<file path="src/rtl/mdio_pkg.sv">
package mdio_pkg;

    localparam int PHY_AW  = 5;
    localparam int REG_AW  = 5;
    localparam int DATA_W  = 16;
    localparam int NUM_REGS = 1 << REG_AW;
    localparam int DCNT_W  = $clog2(DATA_W);
    localparam int FCNT_W  = (PHY_AW > REG_AW) ? $clog2(PHY_AW) : $clog2(REG_AW);

    localparam logic [1:0] OP_RD = 2'b10;
    localparam logic [1:0] OP_WR = 2'b01;

    typedef enum logic [3:0] {
        ST_HUNT  = 4'd0,
        ST_IDLE  = 4'd1,
        ST_START = 4'd2,
        ST_OP1   = 4'd3,
        ST_OP2   = 4'd4,
        ST_PHY   = 4'd5,
        ST_REG   = 4'd6,
        ST_TA1   = 4'd7,
        ST_TA2   = 4'd8,
        ST_DATA  = 4'd9
    } rx_state_e;

    typedef struct packed {
        logic [1:0]        op;
        logic [PHY_AW-1:0] phy;
        logic [REG_AW-1:0] regad;
    } frame_hdr_t;

    typedef struct packed {
        logic              en;
        logic [REG_AW-1:0] addr;
        logic [DATA_W-1:0] data;
    } wr_req_t;

    function automatic logic op_is_legal(input logic [1:0] op);
        return (op == OP_RD) || (op == OP_WR);
    endfunction

    function automatic logic op_is_read(input logic [1:0] op);
        return op == OP_RD;
    endfunction

endpackage

</file>
<file path="src/rtl/mdio_regbank.sv">
module mdio_regbank
    import mdio_pkg::*;
(
    input  logic                clk,
    input  logic                rst,
    input  wr_req_t             wr,
    input  logic [REG_AW-1:0]   rd_addr,
    output logic [DATA_W-1:0]   rd_data
);

    logic [DATA_W-1:0] regs_q [NUM_REGS];

    always_ff @(posedge clk) begin
        for (int i = 0; i < NUM_REGS; i++) begin
            if (rst) begin
                regs_q[i] <= '0;
            end else if (wr.en && (wr.addr == REG_AW'(i))) begin
                regs_q[i] <= wr.data;
            end
        end
    end

    assign rd_data = regs_q[rd_addr];

endmodule

</file>
<file path="src/rtl/mdio_frame_rx.sv">
module mdio_frame_rx
    import mdio_pkg::*;
#(
    parameter int IDLE_RUN     = 8,
    parameter int QUIET_CYCLES = 1
) (
    input  logic                clk,
    input  logic                rst,
    input  logic                mdio_i,
    input  logic [PHY_AW-1:0]   my_addr,
    input  logic [DATA_W-1:0]   rd_data,
    output logic [REG_AW-1:0]   rd_addr,
    output wr_req_t             wr,
    output logic                rd_active,
    output logic                ta2_phase,
    output logic                tx_bit
);

    localparam int RUN_W = $clog2(IDLE_RUN + 1);
    localparam int QW    = (QUIET_CYCLES > 0) ? $clog2(QUIET_CYCLES + 1) : 1;
    localparam logic [RUN_W-1:0] RUN_LAST = RUN_W'(IDLE_RUN - 1);

    rx_state_e         state_q;
    frame_hdr_t        hdr_q;
    logic [FCNT_W-1:0] fcnt_q;
    logic [DCNT_W-1:0] dcnt_q;
    logic [DATA_W-1:0] shreg_q;
    logic              hit_q;
    logic [RUN_W-1:0]  run_q;
    logic [QW-1:0]     quiet_q;
    logic              quiet_active;
    logic              last_data;

    assign quiet_active = (quiet_q != '0);
    assign last_data    = (dcnt_q == DCNT_W'(DATA_W - 1));

    always_ff @(posedge clk) begin
        if (rst) begin
            state_q <= ST_HUNT;
            hdr_q   <= '0;
            fcnt_q  <= '0;
            dcnt_q  <= '0;
            shreg_q <= '0;
            hit_q   <= 1'b0;
            run_q   <= '0;
            quiet_q <= QW'(QUIET_CYCLES);
        end else if (quiet_active) begin
            quiet_q <= quiet_q - 1'b1;
            state_q <= ST_HUNT;
            run_q   <= '0;
        end else begin
            case (state_q)
                ST_HUNT: begin
                    if (mdio_i) begin
                        if (run_q == RUN_LAST) begin
                            run_q   <= '0;
                            state_q <= ST_IDLE;
                        end else begin
                            run_q <= run_q + 1'b1;
                        end
                    end else begin
                        run_q <= '0;
                    end
                end
                ST_IDLE: begin
                    if (!mdio_i) state_q <= ST_START;
                end
                ST_START: begin
                    state_q <= mdio_i ? ST_OP1 : ST_HUNT;
                end
                ST_OP1: begin
                    hdr_q.op[1] <= mdio_i;
                    state_q     <= ST_OP2;
                end
                ST_OP2: begin
                    hdr_q.op[0] <= mdio_i;
                    fcnt_q      <= '0;
                    state_q     <= op_is_legal({hdr_q.op[1], mdio_i}) ? ST_PHY : ST_HUNT;
                end
                ST_PHY: begin
                    hdr_q.phy <= {hdr_q.phy[PHY_AW-2:0], mdio_i};
                    if (fcnt_q == FCNT_W'(PHY_AW - 1)) begin
                        fcnt_q  <= '0;
                        state_q <= ST_REG;
                    end else begin
                        fcnt_q <= fcnt_q + 1'b1;
                    end
                end
                ST_REG: begin
                    hdr_q.regad <= {hdr_q.regad[REG_AW-2:0], mdio_i};
                    if (fcnt_q == FCNT_W'(REG_AW - 1)) begin
                        hit_q   <= (hdr_q.phy == my_addr);
                        state_q <= ST_TA1;
                    end else begin
                        fcnt_q <= fcnt_q + 1'b1;
                    end
                end
                ST_TA1: begin
                    if (op_is_read(hdr_q.op)) shreg_q <= rd_data;
                    state_q <= ST_TA2;
                end
                ST_TA2: begin
                    dcnt_q  <= '0;
                    state_q <= ST_DATA;
                end
                ST_DATA: begin
                    shreg_q <= {shreg_q[DATA_W-2:0], mdio_i};
                    if (last_data) begin
                        state_q <= ST_IDLE;
                        hit_q   <= 1'b0;
                    end else begin
                        dcnt_q <= dcnt_q + 1'b1;
                    end
                end
                default: state_q <= ST_HUNT;
            endcase
        end
    end

    assign rd_addr = hdr_q.regad;

    always_comb begin
        wr.en   = (state_q == ST_DATA) && last_data && hit_q && (hdr_q.op == OP_WR);
        wr.addr = hdr_q.regad;
        wr.data = {shreg_q[DATA_W-2:0], mdio_i};
    end

    assign rd_active = hit_q && op_is_read(hdr_q.op) &&
                       ((state_q == ST_TA2) || (state_q == ST_DATA));
    assign ta2_phase = (state_q == ST_TA2);
    assign tx_bit    = shreg_q[DATA_W-1];

    // an illegal opcode drops the frame
    assert_bad_op_aborts_R5: assert property (@(posedge clk) disable iff (rst)
        (state_q == ST_OP2 && !op_is_legal({hdr_q.op[1], mdio_i})) |=> (state_q == ST_HUNT));

    // nothing is decoded or written during the quiet period
    assert_quiet_no_write_R7: assert property (@(posedge clk) disable iff (rst)
        quiet_active |-> (state_q == ST_HUNT && !wr.en));

endmodule

</file>
<file path="src/rtl/mdio_tx_drive.sv">
module mdio_tx_drive (
    input  logic clk,
    input  logic rst,
    input  logic rd_active,
    input  logic ta2_phase,
    input  logic tx_bit,
    output logic mdio_oe,
    output logic mdio_o
);

    always_ff @(negedge clk) begin
        if (rst) begin
            mdio_oe <= 1'b0;
            mdio_o  <= 1'b1;
        end else begin
            mdio_oe <= rd_active;
            mdio_o  <= rd_active ? (ta2_phase ? 1'b0 : tx_bit) : 1'b1;
        end
    end

    // the line is only enabled while a matching read is in its drive window
    assert_oe_only_in_read_R8: assert property (@(posedge clk) disable iff (rst)
        mdio_oe |-> rd_active);

    // second turnaround bit of a matching read is a driven zero
    assert_ta2_drives_low_R3: assert property (@(posedge clk) disable iff (rst)
        (rd_active && ta2_phase) |-> (mdio_oe && !mdio_o));

endmodule

</file>
<file path="src/rtl/mdio_slave.sv">
module mdio_slave
    import mdio_pkg::*;
#(
    parameter int IDLE_RUN     = 8,
    parameter int QUIET_CYCLES = 1
) (
    input  logic       mdc,
    input  logic       rst,
    input  logic       mdio_i,
    input  logic [4:0] strap_addr,
    output logic       mdio_o,
    output logic       mdio_oe
);

    logic [PHY_AW-1:0] my_addr_q;
    logic [REG_AW-1:0] rd_addr;
    logic [DATA_W-1:0] rd_data;
    wr_req_t           wr;
    logic              rd_active;
    logic              ta2_phase;
    logic              tx_bit;

    always_ff @(posedge mdc) begin
        if (rst) my_addr_q <= strap_addr;
    end

    mdio_frame_rx #(
        .IDLE_RUN     (IDLE_RUN),
        .QUIET_CYCLES (QUIET_CYCLES)
    ) u_rx (
        .clk       (mdc),
        .rst       (rst),
        .mdio_i    (mdio_i),
        .my_addr   (my_addr_q),
        .rd_data   (rd_data),
        .rd_addr   (rd_addr),
        .wr        (wr),
        .rd_active (rd_active),
        .ta2_phase (ta2_phase),
        .tx_bit    (tx_bit)
    );

    mdio_regbank u_bank (
        .clk     (mdc),
        .rst     (rst),
        .wr      (wr),
        .rd_addr (rd_addr),
        .rd_data (rd_data)
    );

    mdio_tx_drive u_drv (
        .clk       (mdc),
        .rst       (rst),
        .rd_active (rd_active),
        .ta2_phase (ta2_phase),
        .tx_bit    (tx_bit),
        .mdio_oe   (mdio_oe),
        .mdio_o    (mdio_o)
    );

    // the latched address never moves outside reset
    assert_addr_held_R6: assert property (@(posedge mdc) disable iff (rst)
        $stable(my_addr_q));

endmodule

</file>
<file path="config.mk">
export PLATFORM = sky130hd
export DESIGN_NAME = mdio_slave
export DESIGN_NICKNAME = d
export VERILOG_FILES = /design/src/rtl/mdio_pkg.sv /design/src/rtl/mdio_regbank.sv /design/src/rtl/mdio_frame_rx.sv /design/src/rtl/mdio_tx_drive.sv /design/src/rtl/mdio_slave.sv
export SDC_FILE = /design/constraint.sdc
export NUM_CORES = 1
export LEC_CHECK = 0
export CAP_MARGIN = 20
export CORE_UTILIZATION = 55
export DETAILED_ROUTE_END_ITERATION = 8
export PLACE_DENSITY = 0.71
export SKIP_CTS_REPAIR_TIMING = 1
export SYNTH_ARGS = -nofsm -noshare
export SYNTH_HDL_FRONTEND = slang
export SYNTH_HIERARCHICAL = 1
export SYNTH_SLANG_ARGS = --single-unit
</file>
<file path="constraint.sdc">
create_clock -name mdc -period 7.95 [get_ports mdc]
set_clock_uncertainty 0.05 [all_clocks]
set_input_delay 1.59 -clock mdc [delete_from_list [all_inputs] [get_ports mdc]]
set_output_delay 1.59 -clock mdc [all_outputs]
set_load 0.01 [all_outputs]
</file>
Yosys cells after proc, flatten, opt, wreduce, memory -nomap -nowiden
Memories as Yosys holds them, arrays and structs flattened. A register that Yosys moved wholly into a read port is not among the register bits.
Cells that the tools add are included.
- add/subtract/negate cells: 4
- equal/unequal tests: 57
- reduce and logical (&&, ||, !) cells: 56
- bitwise logic cells: 34
- multiplexer cells: 155
- operators by type and width (operator ; count):
    16-bit two-way mux ; 33
    1-bit two-way mux ; 102
    5-bit == test (second input constant) ; 16
    5-bit by 4-bit == test with 1-bit output (second input constant) ; 8
    4-bit one-hot mux with 10 select lines ; 1
    1-bit logical AND ; 37
    4-bit two-way mux ; 9
    1-bit OR ; 32
    16-bit one-hot mux with 2 select lines ; 1
    4-bit by 3-bit == test with 1-bit output (second input constant) ; 5
    5-bit by 3-bit == test with 1-bit output (second input constant) ; 4
    4-bit == test (second input constant) ; 3
    5-bit by 2-bit == test with 1-bit output (second input constant) ; 2
    5-bit two-way mux ; 2
    2-bit by 1-bit inequality test with 1-bit output (second input constant) ; 5
    3-bit two-way mux ; 3
    3-bit one-hot mux with 3 select lines ; 1
    3-bit AND reduction ; 3
    4-bit by 1-bit adder with 4-bit output (second input constant) ; 2
    4-bit by 2-bit == test with 1-bit output (second input constant) ; 2
    2-bit inequality test (second input constant) ; 4
    4-bit one-hot mux with 2 select lines ; 1
    2-bit AND reduction ; 4
    6-bit AND reduction ; 1
    18 further kinds ; 25
- bits in writable memories: 512
- register bits: 52
- memories kept: 1
- input port bits: 8
- memory list (name ; depth ; bits a word ; rd ports ; clocked after memory_dff ; wr ports ; RTL line ; source):
    u_bank.regs_q ; 32 ; 16 ; 1 ; 1 ; 32 ; mdio_regbank.sv:11 ; logic [DATA_W-1:0] regs_q [NUM_REGS];

Depth between registers and ports, before layout
- depth after elaboration: 9
- mapped depth: 12
- gate-level depth less buffers: 8

By module
Netlist, hierarchy kept.
- modules (own cells, without submodules) (module ; cells each ; instances ; area an instance (um2) ; sequential area each (um2)):
    mdio_regbank ; 1773 ; 1 ; 24041.8 ; 15374.7
    mdio_frame_rx ; 272 ; 1 ; 2401.1 ; 900.9
    mdio_slave ; 5 ; 1 ; 150.1 ; 150.1
    mdio_tx_drive ; 6 ; 1 ; 70.1 ; 40.0

==> metrics <==
floorplan core area 0.0477 sq mm; crit path max-delay cell type clkdlybuf4s50_1; CP Class reg -> out; WP data arrival 5430 ps; MaxCap Viol Count 0; Final Max Slew Viols 0; top layer in use met4; clock latency on the worst-skew pair 620 ps; Layout area overhead 8.47%; first-pass GRT wire length 99700 um; DR vias/cell 6.10; root buffer cell clkbuf_16; max incr delay on CP 530 ps; pin count of the biggest net entering global routing roughly 110; Met3 Wirelength 5020 um; crit-path cells clkdlybuf4s50_1; crit end category primary output; Register Area roughly 0.016 sq mm; Yosys reg bits 564; DRC 0; setup_tns 0 ps; # fillers approximately 3.6k; Starting Density between 50% and 60%; TritonRoute pass-1 iters 7; fraction of registers with async set/reset 0%; RSZ-0062 raised after global routing false; DR iter-0 viols 1833; Cell Rows 80; HPWL after DPL 39400 um; Post-Syn Nets 2068; power density over cell area 209 mW/mm^2; EDFF count, synth between 500 and 600; # IOs 10; met2 WL 31800 um; die extent in x 222 um; Critical Path RT around 6300 ps; gr ovfl total 0; synth unique cells slightly above 60; Routed Antenna Nets 0; wl on met1 between 20000 and 30000 um; Hold Vio Cnt, Final 0; # H-tree levels 2; Chip Height 222 um; Post-Route Utilization 60.6%; Slew @ Worst Pin 1140 ps; clock sinks 564; Critical Path Source Type register; multi-input logic area 0.00931 sq mm; CP top delay family buffers and inverters; Synth Cell Area 0.0267 sq mm; # setup viols final 0; placer's final routability congestion estimate 0.853; sequential area share after synthesis 61.8%; overall routing resource usage 27.2%; IO buf count 9; Hold Crit Class reg -> reg; Worst VDD drop 0.000190 V; WL final 66600 um; CTS tree yes; Post-DP Area roughly 0.027 sq mm; CP Max Fanout 1; Post-synth top flop edfxtp_1; layout cell share with drive strength beyond 1 a little under a tenth; vias in the first global route 15.9k; nets 2015; clock buffer depth 3; via count 16.3k; buffer and inverter count on the worst path 1; Slew HR 23.6%; leakage power 9.47 nW; finished layout cell area 0.0289 sq mm; synthesized area per cell 13.0 sq um; Die Area 0.0494 sq mm; drt wl/cell between 20 and 25 um; Syn. warnings 6; initial antenna violation count 0; Reg clk slew, reported paths 60 ps; cells after synthesis 2056; TritonCTS Buffers 57; status completed
-- area by class of cell --
type / count / area share [%]
Timing Repair Buffer: 72 / 2.08
Clock buffer: 80 / 5.53
Clock inverter: 23 / 0.450
Multi-Input combinational cell: 1298 / 32.2
Inverter: 8 / 0.104
Tap cell: 615 / 2.66
Sequential cell: 564 / 56.9
Antenna cell: 5 / 0.0433
-- where the power goes --
| part | switching (W) | internal (W) |
|---|---|---|
| Sequential | 0.0000333 | 0.00335 |
| Clock | 0.00109 | 0.00142 |
| Combinational | 0.000114 | 0.0000517 |
| Total | 0.00123 | 0.00482 |
-- sequential cells by signal, summed over array words and instances (netlist names) --
name / cells
u_rx/quiet_active: 1
my_addr_q: 5
u_rx/dcnt_q: 4
u_rx/hdr_q: 7
u_drv/mdio_o: 1
u_drv/mdio_oe: 1
u_rx/hit_q: 1
u_rx/rd_addr: 5
u_rx/state_q: 4
u_rx/fcnt_q: 3
u_rx/shreg_q: 16
u_bank/regs_q: 512
u_rx/run_q: 4
-- metal layers --
layer	track usage, %	vias up
met5	0	-
met4	8.71	0
met3	4.13	121
met2	44.3	671
met1	37.7	8168
li1	-	7294
-- layout by cell type (no fill, tap or decap), types with 22 or more instances in the layout --
cell         n
edfxtp_1   517
and2_1     512
mux2i_1    281
a22oi_1     64
nand2_1     62
clkbuf_16   59
buf_4       59
nand3_1     51
a21oi_1     48
dfxtp_1     46
nor2_1      38
a22o_1      32
o21bai_1    30
nor3_1      22
-- cells in the mapped netlist, drive strengths merged (2+ instances only) --
| cell type | n | area (sq um) |
|---|---|---|
| buf | 76 | 475 |
| inv | 9 | 33.8 |
| nand3 | 51 | 255 |
| a31oi | 16 | 100 |
| clkbuf | 109 | 422 |
| a22o | 32 | 280 |
| and2b | 3 | 22.5 |
| nor3b | 2 | 15.0 |
| or2 | 5 | 31.3 |
| o21bai | 32 | 240 |
| nor4 | 2 | 18.8 |
| nor2 | 65 | 407 |
| edfxtp | 517 | 15500 |
| a22oi | 64 | 480 |
| nand3b | 2 | 15.0 |
| nand2 | 62 | 233 |
| xnor2 | 7 | 61.3 |
| a21o | 2 | 15.0 |
| or4 | 3 | 22.5 |
| nand4 | 20 | 125 |
| o21ai | 8 | 43.8 |
| dfxtp | 47 | 941 |
| a211oi | 19 | 163 |
| a21oi | 49 | 249 |
| xor2 | 2 | 17.5 |
| and2 | 513 | 3210 |
| mux2i | 281 | 2810 |
| nor3 | 22 | 110 |
| nand2b | 7 | 43.8 |
| nor2b | 6 | 45.0 |
| ha | 4 | 50.1 |
| or3 | 3 | 18.8 |
| nor4b | 2 | 38.8 |
-- cells by family (layout without fill, tap and decap cells) --
kind of cell	after synthesis	count (layout)	synth area share [%]
buffers and inverters	194	183	3.49
AO/OA/AOI/OAI	230	230	6.21
flip-flops	564	564	61.8
other	0	5	0
multiplexers	282	282	10.6
adder cells (fa/ha/maj)	4	4	0.188
XOR/XNOR	9	9	0.296
AND/OR/NAND/NOR	773	773	17.5
-- worst paths after layout --
| check | from | to | slack [ps] | depth (start not counted) |
|---|---|---|---|---|
| worst max register to register | u_rx/state_q[3]$_SDFFE_PP0P_ | u_drv/mdio_o$_SDFF_NP1_ | 2210 | 4 |
| worst min register to register | u_rx/run_q[1]$_SDFFE_PP0P_ | u_rx/run_q[1]$_SDFFE_PP0P_ | 430 | 2 |
| worst min-delay path | u_rx/run_q[1]$_SDFFE_PP0P_ | u_rx/run_q[1]$_SDFFE_PP0P_ | 430 | 2 |
| worst max-delay path | u_drv/mdio_oe$_SDFF_NP0_ | mdio_oe | 880 | 1 |
-- stage by stage --
stage,setup WS (ps),power (W),std cells,hold slack [ps]
2_1_floorplan,2000,0.00353,2056,385
3_3_place_gp,1500,0.00360,2553,395
3_5_place_dp,1520,0.00361,2554,416
4_1_cts,847,0.00609,2656,427
5_1_grt,812,0.00621,2660,431
6_report,879,0.00605,2665,429
(Power assumes the default switching activity.)
